**src/rtl/lock_pkg.sv**
```systemverilog
// Package: shared types for the PLL lock detector.
// Assumes: nothing beyond IEEE 1800-2017.
package lock_pkg;

    // State of the skew measurement: idle, or waiting for the partner edge.
    typedef enum logic [1:0] {
        SK_IDLE     = 2'd0,
        SK_WAIT_FB  = 2'd1,
        SK_WAIT_REF = 2'd2
    } skew_state_e;

    // Channel indices for the two phase-detector inputs.
    localparam int CH_REF = 0;
    localparam int CH_FB  = 1;
    localparam int N_CH   = 2;

endpackage

```
**src/rtl/lock_edge_sync.sv**
```systemverilog
// Module: lock_edge_sync
// Brings one asynchronous input into the clk domain through a chain of
// STAGES flops, then emits a one-cycle pulse on each rising edge.
// Assumes: the input stays high and low for at least two clk periods each.
module lock_edge_sync #(
    parameter int STAGES = 2
) (
    input  logic clk,
    input  logic rst_n,
    input  logic sig_in,
    output logic rise_o
);

    logic [STAGES-1:0] sync_q;
    logic              last_q;

    // Shift the input through the synchroniser and keep the previous level.
    always_ff @(posedge clk) begin
        if (!rst_n) begin
            sync_q <= '0;
            last_q <= 1'b0;
        end else begin
            sync_q <= {sync_q[STAGES-2:0], sig_in};
            last_q <= sync_q[STAGES-1];
        end
    end

    assign rise_o = sync_q[STAGES-1] & ~last_q;

endmodule

```
**src/rtl/lock_div.sv**
```systemverilog
// Module: lock_div
// Counts rising-edge pulses and passes on every RATIO-th one. The pulse
// that is passed on marks the leading edge of the divided signal.
// Assumes: edge_i is a single-cycle pulse.
module lock_div #(
    parameter int RATIO = 64
) (
    input  logic clk,
    input  logic rst_n,
    input  logic edge_i,
    output logic pulse_o
);

    localparam int CW = (RATIO > 1) ? $clog2(RATIO) : 1;
    localparam logic [CW-1:0] LAST = CW'(RATIO - 1);

    logic [CW-1:0] cnt_q;

    // Advance the edge count and wrap after the last edge of a group.
    always_ff @(posedge clk) begin
        if (!rst_n) begin
            cnt_q <= '0;
        end else if (edge_i) begin
            cnt_q <= (cnt_q == LAST) ? '0 : cnt_q + 1'b1;
        end
    end

    assign pulse_o = edge_i && (cnt_q == LAST);

    AST_DIV_WRAP: assert property (@(posedge clk) disable iff (!rst_n)
        pulse_o |=> (cnt_q == '0));

    AST_DIV_HOLD: assert property (@(posedge clk) disable iff (!rst_n)
        !edge_i |=> $stable(cnt_q));

endmodule

```
**src/rtl/lock_skew_meas.sv**
```systemverilog
// Module: lock_skew_meas
// Measures, in clk cycles, the distance between a divided reference edge
// and the matching divided feedback edge. Either may come first. It issues
// a one-cycle verdict that says whether the skew was strictly below the
// window. When the partner edge does not come before the counter saturates,
// the verdict is out-of-window.
// Assumes: divided pulses of one channel are far more than 2 cycles apart.
module lock_skew_meas
    import lock_pkg::*;
#(
    parameter int WIN_W = 8
) (
    input  logic             clk,
    input  logic             rst_n,
    input  logic             ref_p,
    input  logic             fb_p,
    input  logic [WIN_W-1:0] win,
    output logic             valid_o,
    output logic             in_win_o
);

    localparam int CNT_W = WIN_W + 1;
    localparam logic [CNT_W-1:0] CNT_MAX = '1;

    skew_state_e      state_q;
    logic [CNT_W-1:0] cnt_q;
    logic [CNT_W-1:0] win_ext;
    logic             partner;

    assign win_ext = {1'b0, win};
    assign partner = (state_q == SK_WAIT_FB) ? fb_p : ref_p;

    // Track the first edge, count the skew and issue one verdict per pair.
    always_ff @(posedge clk) begin
        if (!rst_n) begin
            state_q  <= SK_IDLE;
            cnt_q    <= '0;
            valid_o  <= 1'b0;
            in_win_o <= 1'b0;
        end else begin
            valid_o  <= 1'b0;
            in_win_o <= 1'b0;
            case (state_q)
                SK_IDLE: begin
                    if (ref_p && fb_p) begin
                        valid_o  <= 1'b1;
                        in_win_o <= (win_ext != '0);
                    end else if (ref_p) begin
                        state_q <= SK_WAIT_FB;
                        cnt_q   <= CNT_W'(1);
                    end else if (fb_p) begin
                        state_q <= SK_WAIT_REF;
                        cnt_q   <= CNT_W'(1);
                    end
                end
                SK_WAIT_FB, SK_WAIT_REF: begin
                    if (partner) begin
                        valid_o  <= 1'b1;
                        in_win_o <= (cnt_q < win_ext);
                        state_q  <= SK_IDLE;
                    end else if (cnt_q == CNT_MAX) begin
                        valid_o  <= 1'b1;
                        in_win_o <= 1'b0;
                        state_q  <= SK_IDLE;
                    end else begin
                        cnt_q <= cnt_q + 1'b1;
                    end
                end
                default: state_q <= SK_IDLE;
            endcase
        end
    end

    AST_VERDICT_SINGLE: assert property (@(posedge clk) disable iff (!rst_n)
        valid_o |=> !valid_o);

    AST_INWIN_NEEDS_VALID: assert property (@(posedge clk) disable iff (!rst_n)
        in_win_o |-> valid_o);

    AST_TIMEOUT_OUT: assert property (@(posedge clk) disable iff (!rst_n)
        (state_q != SK_IDLE && cnt_q == CNT_MAX && !partner)
            |=> (valid_o && !in_win_o && state_q == SK_IDLE));

endmodule

```
**src/rtl/lock_run_filter.sv**
```systemverilog
// Module: lock_run_filter
// Counts consecutive in-window verdicts up to LOCK_RUN and raises lock when
// the run is complete. One out-of-window verdict clears both. A low enable
// forces lock low at once and discards the run.
// Assumes: valid_i is a single-cycle strobe.
module lock_run_filter #(
    parameter int LOCK_RUN = 4,
    parameter int RUN_W    = 3
) (
    input  logic             clk,
    input  logic             rst_n,
    input  logic             en,
    input  logic             valid_i,
    input  logic             in_win_i,
    output logic             lock_o,
    output logic [RUN_W-1:0] run_o
);

    localparam logic [RUN_W-1:0] RUN_FULL = RUN_W'(LOCK_RUN);
    localparam logic [RUN_W-1:0] RUN_PRE  = RUN_W'(LOCK_RUN - 1);

    logic [RUN_W-1:0] run_q;
    logic             lock_q;

    // Update the consecutive run and the lock flag on each verdict.
    always_ff @(posedge clk) begin
        if (!rst_n) begin
            run_q  <= '0;
            lock_q <= 1'b0;
        end else if (!en) begin
            run_q  <= '0;
            lock_q <= 1'b0;
        end else if (valid_i) begin
            if (in_win_i) begin
                if (run_q != RUN_FULL) run_q <= run_q + 1'b1;
                if (run_q >= RUN_PRE) lock_q <= 1'b1;
            end else begin
                run_q  <= '0;
                lock_q <= 1'b0;
            end
        end
    end

    assign lock_o = lock_q & en;
    assign run_o  = run_q;

    AST_LOCK_RUN_FULL: assert property (@(posedge clk) disable iff (!rst_n)
        lock_q |-> (run_q == RUN_FULL));

    AST_LOCK_RISE_SRC: assert property (@(posedge clk) disable iff (!rst_n)
        $rose(lock_q) |-> $past(valid_i && in_win_i && en));

    AST_MISS_CLEARS: assert property (@(posedge clk) disable iff (!rst_n)
        (en && valid_i && !in_win_i) |=> (run_q == '0 && !lock_q));

    AST_DISABLE_CLEARS: assert property (@(posedge clk) disable iff (!rst_n)
        !en |=> (run_q == '0 && !lock_q));

    AST_RUN_CAP: assert property (@(posedge clk) disable iff (!rst_n)
        run_q <= RUN_FULL);

endmodule

```
**src/rtl/pll_lock_filter.sv**
```systemverilog
// Module: pll_lock_filter (top)
// Digital filtered lock detector. Each phase-detector input is synchronised
// and reduced to its rising edges, then divided by DIV_RATIO. The skew
// between the divided leading edges is compared with the window, and a
// run of LOCK_RUN in-window results raises lock.
// Assumes: ref_in and fb_in pulses are much slower than clk.
module pll_lock_filter
    import lock_pkg::*;
#(
    parameter int DIV_RATIO   = 64,
    parameter int LOCK_RUN    = 4,
    parameter int WIN_W       = 8,
    parameter int SYNC_STAGES = 2,
    localparam int RUN_W      = $clog2(LOCK_RUN + 1)
) (
    input  logic             clk,
    input  logic             rst_n,
    input  logic             en,
    input  logic             ref_in,
    input  logic             fb_in,
    input  logic [WIN_W-1:0] win,
    output logic             lock,
    output logic [RUN_W-1:0] run_cnt
);

    logic [N_CH-1:0] raw;
    logic [N_CH-1:0] rise;
    logic [N_CH-1:0] div_p;
    logic            cmp_valid;
    logic            cmp_in_win;

    assign raw[CH_REF] = ref_in;
    assign raw[CH_FB]  = fb_in;

    // One synchroniser and one divider per phase-detector input.
    for (genvar ch = 0; ch < N_CH; ch++) begin : g_ch
        lock_edge_sync #(.STAGES(SYNC_STAGES)) u_sync (
            .clk    (clk),
            .rst_n  (rst_n),
            .sig_in (raw[ch]),
            .rise_o (rise[ch])
        );
        lock_div #(.RATIO(DIV_RATIO)) u_div (
            .clk     (clk),
            .rst_n   (rst_n),
            .edge_i  (rise[ch]),
            .pulse_o (div_p[ch])
        );
    end

    lock_skew_meas #(.WIN_W(WIN_W)) u_skew (
        .clk      (clk),
        .rst_n    (rst_n),
        .ref_p    (div_p[CH_REF]),
        .fb_p     (div_p[CH_FB]),
        .win      (win),
        .valid_o  (cmp_valid),
        .in_win_o (cmp_in_win)
    );

    lock_run_filter #(.LOCK_RUN(LOCK_RUN), .RUN_W(RUN_W)) u_filt (
        .clk      (clk),
        .rst_n    (rst_n),
        .en       (en),
        .valid_i  (cmp_valid),
        .in_win_i (cmp_in_win),
        .lock_o   (lock),
        .run_o    (run_cnt)
    );

    AST_EN_LOW_NO_LOCK: assert property (@(posedge clk) disable iff (!rst_n)
        !en |-> !lock);

endmodule

```
**config.mk**
```make
export PLATFORM = sky130hd
export DESIGN_NAME = pll_lock_filter
export DESIGN_NICKNAME = d
export VERILOG_FILES = /design/src/rtl/lock_pkg.sv /design/src/rtl/lock_edge_sync.sv /design/src/rtl/lock_div.sv /design/src/rtl/lock_skew_meas.sv /design/src/rtl/lock_run_filter.sv /design/src/rtl/pll_lock_filter.sv
export SDC_FILE = /design/constraint.sdc
export NUM_CORES = 1
export LEC_CHECK = 0
export ABC_AREA = 0
export BUFFER_PORTS_ARGS = -buffer_cell sky130_fd_sc_hd__buf_4
export CORE_AREA = 2 2 61 75
export CTS_BUF_LIST = sky130_fd_sc_hd__clkbuf_2 sky130_fd_sc_hd__clkbuf_4 sky130_fd_sc_hd__clkbuf_8
export CTS_CLUSTER_SIZE = 24
export DETAILED_ROUTE_END_ITERATION = 8
export DIE_AREA = 0 0 63 77
export HOLD_SLACK_MARGIN = 0.06
export PLACE_DENSITY = 0.74
export SYNTH_ARGS = -nofsm -noshare
export SYNTH_HDL_FRONTEND = slang
export SYNTH_SLANG_ARGS = --single-unit
```
**constraint.sdc**
```tcl
create_clock -name clk -period 5.75 [get_ports clk]
set_clock_uncertainty 0.15 [all_clocks]
set_input_delay 0.2875 -clock clk [delete_from_list [all_inputs] [get_ports clk]]
set_output_delay 0.2875 -clock clk [all_outputs]
set_load 0.05 [all_outputs]
```
Yosys cells after proc, flatten, opt, wreduce, memory -nomap -nowiden

Cells that the tools add are included.

Add/subtract/negate cells: 4
Order comparisons: 2
Eq/ne operators: 13
Mux-type cells: 26
Bitwise logic cells: 5
Reduce and logical (&&, ||, !) cells: 12

Operators with widths:

| kind                                                   | number |
|---|---|
| two-way mux 9 bit                                      | 5 |
| case mux 9 bit (2 select lines)                        | 1 |
| adder 6 x 1 -> 6 bit (second input constant)           | 2 |
| equality test 6 bit (second input constant)            | 2 |
| two-way mux 6 bit                                      | 2 |
| two-way mux 2 bit                                      | 5 |
| adder 9 x 1 -> 9 bit (second input constant)           | 1 |
| equality test 9 bit (second input constant)            | 1 |
| less-than comparator 9 x 8 -> 1 bit                    | 1 |
| nonzero test 9 bit                                     | 1 |
| two-way mux 1 bit                                      | 8 |
| two-way mux 3 bit                                      | 2 |
| inequality test 2 bit (second input constant)          | 3 |
| inequality test 3 x 1 -> 1 bit (second input constant) | 2 |
| AND reduction 2 bit                                    | 3 |
| AND reduction 5 bit                                    | 1 |
| inequality test 2 x 1 -> 1 bit (second input constant) | 2 |
| case mux 1 bit (2 select lines)                        | 2 |
| case mux 2 bit (2 select lines)                        | 1 |
| adder 3 x 1 -> 3 bit (second input constant)           | 1 |
| bitwise AND 1 bit                                      | 3 |
| >= comparator 3 x 2 -> 1 bit (second input constant)   | 1 |
| logical AND 1 bit                                      | 3 |
| inequality test 3 bit (second input constant)          | 1 |
| 7 further kinds                                        | 8 |

Register bits after elaboration: 35
Input bits: 13
Output and inout port bits: 4
Logic and storage cells: 74

Depth between registers and ports, before layout

Depth after elaboration: 7
Depth in mapped cells: 10
Mapped depth without buffers: 10

By module

Synthesis repeated with hierarchy kept, for this count alone.

Cells, all modules: 217
Area, all modules: 1933.1 um^2

By module, submodules not included:

| module          | times used | cells each | area each (um^2) | sequential area each (um^2) |
|---|---|---|---|---|
| lock_skew_meas  | 1          | 119        | 974.7            | 260.2 |
| lock_div        | 2          | 27         | 262.8            | 120.1 |
| lock_run_filter | 1          | 30         | 247.7            | 80.1 |
| lock_edge_sync  | 2          | 7          | 92.6             | 60.1 |

Worst setup path before layout

OpenSTA, ideal clock, no wires.

Kind: reg-to-reg
Start point: register u_skew.cnt_q[0]
End point: register u_skew.cnt_q[7]
Setup time: 60 ps
Data arrival time: 2078 ps
Required time: 5540 ps
Path slack: 3462 ps
Cell stages (with the launch flop): 10
Path buffers: 0
Period minus slack after synthesis: 2288 ps
Cells stage by stage: dfxtp_1 -> ha_1 -> and3_1 -> and3_1 -> and3_1 -> ha_1 -> nor2_1 -> o2111ai_2 -> nor2_1 -> o221a_1

Cells in the longest elaborated chain, start to end: 4
Elaborated cells on any way between the ends: 7
Classes of those cells: add/sub: 1; eq/ne: 2; mux: 3; reduce/logical: 1

Ends and longest elaborated chain:

| item                            | line                 | text |
|---|---|---|
| start, declared                 | lock_skew_meas.sv:26 | `logic [CNT_W-1:0] cnt_q;` |
| start signal, assigned          | lock_skew_meas.sv:66 | `cnt_q <= cnt_q + 1'b1;` |
| adder 9 x 1 -> 9 bit            | lock_skew_meas.sv:66 |  |
| two-way mux 9 bit               | lock_skew_meas.sv:61 | `end else if (cnt_q == CNT_MAX) begin` |
| two-way mux 9 bit               | lock_skew_meas.sv:57 | `if (partner) begin` |
| case mux 9 bit (2 select lines) | lock_skew_meas.sv:43 | `case (state_q)` |

Several ways; a longest one is shown, not always the timed one. The select of a mux whose other input is x is not followed.
A chain may end at the register's enable or synchronous reset.

Worst setup path after layout

Ends and elaborated chain as after synthesis.

==> results.ini <==
[power_and_ir_drop]
p_total_mw = 0.466
ir_drop_mv = 0.137
power.density_mw_per_mm2 = 205
leakagePower_nw = 0.948

[yosys]
synth_edf_count = 0
seq_area_frac_synth = 0.350
synth_area_leader_cell = dfxtp_1
synth_top_cells_by_count = 35 x dfxtp_1, 27 x nand2_1, 18 x nor2_1
yosysTopAreaCellShare = 0.350
synth_area_leaders = dfxtp_1 35%, ha_1 11%, nand2_1 5.1%
syn_nets = 268
syn_area_sq_mm = 0.00200
netlist_instances = 238
async_reset_ff_frac = 0
synth_flop_cell = dfxtp_1
synth_cell_types = 45
yosysWarnings = 0
synth_most_common_cell = dfxtp_1
synth.avg_cell_area_sq_um = 8.40
synth_seq_cells = 35

[placement]
dp_worst_setup_slack_ns = 3.22
gp_congestion = 0.825
dp_hpwl_um = 2700
place_area_sq_mm = 0.00216
placed_cells = 304
portBuffers = 16

[sta]
fin_tns_setup_ns = 0
whs_ns = 0.168
report.final.hold_viol_count = 0
finalCriticalPeriod_ns = 2.56
rsz0062_at_grt = false
worst_pin_slew_ns = 0.519
maxSlewViolCount = 0
fin_ws_ns = 3.19
report.final.setup_viol = 0
fin_crit_sh = 0.445
fmax_mhz = 391
maxSlewHeadroom = 0.654

[grt]
grt_pass1_vias = 1548
grt_first_pass_wirelength_um = 6490
grt_usage = 0.165
antenna_found_initial = 0
grt_max_degree = 34
grt_overflow = 0

[die]
start_util = 0.484
die_y_um = 77
dieArea_sq_mm = 0.00485
ios = 17
rows = 26
core_area_sq_mm = 0.00413
die_x_um = 63

[cells_and_area]
stdcell_area_sq_mm = 0.00228
insertedDiodeCount = 0
synthToLayoutAreaGrowth_pct = 14.0
drive_gt1_frac = 0.128
layoutNonFillerInstCount = 314
nets = 287
final_util = 0.552

[clocking]
cts.clk_slew.worst_paths_ns = 0.07
clockRootBuffer = clkbuf_8
cts_tree = built
worstSkewPairLatency_ns = 0.29
clock-sinks = 35
postCtsSetupBuffers = 0
cts_buffers = 5
htree_levels = 2
clk_path_buf_depth = 2

[job]
cap_viol_max_count = 0

[outcome]
status = complete, no violations

[hold_path]
hp-class = in -> reg
hold_path.startpoint = en

[drt]
drtIter0Drc = 108
wl_met2_um = 1840
wl_per_cell_um = 11.9
highest_layer = met4
vias = 1693
wl_met3_um = 133
met1_length_um = 1690
drc = 0
first_pass_iters = 4
route.antenna.remaining_nets = 0
viasPerCell = 5.39
routed_wl_um = 3730

[setup_path]
worstPathArrival_ns = 2.64
end_kind = flip-flop
crit_start = u_skew.cnt_q[0]
cp-start-kind = flip-flop
worst_ep_required_time_ns = 5.83
cp_max_fo = 7
r2r-start = u_skew.cnt_q[0]
path_class = reg -> reg

[sequential cells by signal, summed over array words and instances (netlist names)]
signal	count
u_skew.cnt_q	9
u_skew.in_win_o	1
g_ch.u_sync.last_q	2
u_skew.state_q	2
g_ch.u_div.cnt_q	12
u_filt.lock_q	1
u_filt.run_o	3
g_ch.u_sync.sync_q	4
u_skew.valid_o	1
[per-layer routing]
layer | GRT usage | vias up
li1 | - | 873
met2 | 0.284 | 30
met4 | 0.0822 | 0
met3 | 0.0469 | 7
met1 | 0.184 | 783
met5 | 0 | -
[final timing paths]
| path | to | slack (ns) | depth (start not counted) |
|---|---|---|---|
| worst min-delay path | u_filt.run_o[2] | 0.17 | 3 |
| worst max register to register | u_skew.cnt_q[7] | 3.19 | 9 |
| worst min register to register | g_ch[1].u_sync.sync_q[1] | 0.28 | 1 |
| worst max-delay path | u_skew.cnt_q[7] | 3.19 | 9 |
[power breakdown]
part	total, mW	internal, mW	switching (mW)
clock network	0.197	0.109	0.0882
logic	0.0227	0.0116	0.0111
registers	0.246	0.245	0.00157
[cell usage in the layout (no fill, tap or decap), types with 3 or more instances in the layout]
cell / n
a21boi_0: 3
nor3_1: 4
o211ai_1: 6
and3_1: 5
clkbuf_8: 7
dfxtp_1: 35
nand3_1: 5
nand4_1: 7
nor2_1: 18
ha_1: 17
nand3b_1: 5
o22ai_1: 3
xnor2_1: 4
inv_1: 17
nand2b_1: 3
or3_1: 3
o21ai_0: 12
and2_1: 12
nor2b_1: 3
buf_4: 16
a21oi_1: 17
nand2_1: 27
[area by class of cell]
| class | instances | area [sq um] |
|---|---|---|
| Multi-Input combinational cell | 180 | 1200 |
| Tap cell | 56 | 70.1 |
| Clock buffer | 7 | 96.3 |
| Fill cell | 405 | 1850 |
| Sequential cell | 35 | 701 |
| Inverter | 17 | 63.8 |
| Clock inverter | 1 | 7.51 |
| Timing Repair Buffer | 18 | 140 |
[worst max-delay path, cell delays in order (launching register included)]
cell,delay [ns]
dfxtp_1,0.33
ha_1,0.22
and3_1,0.21
and3_1,0.20
and3_1,0.19
ha_1,0.22
nor2_1,0.34
o2111ai_2,0.30
nor2_1,0.17
o221a_1,0.17
[what timing repair did]
action / in CTS / in global routing
gates resized for setup: 0 / 0
endpoints found under the hold margin: 2 / 0
hold buffers: 2 / 0
[cell families after synthesis]
group,Yosys count,synth area share
AND/OR/NAND/NOR,101,0.272
XOR/XNOR,7,0.0344
AO/OA/AOI/OAI,55,0.188
buffers and inverters,23,0.0488
flip-flops,35,0.350
adder cells (fa/ha/maj),17,0.106
Power figures use the tool's default switching activity.
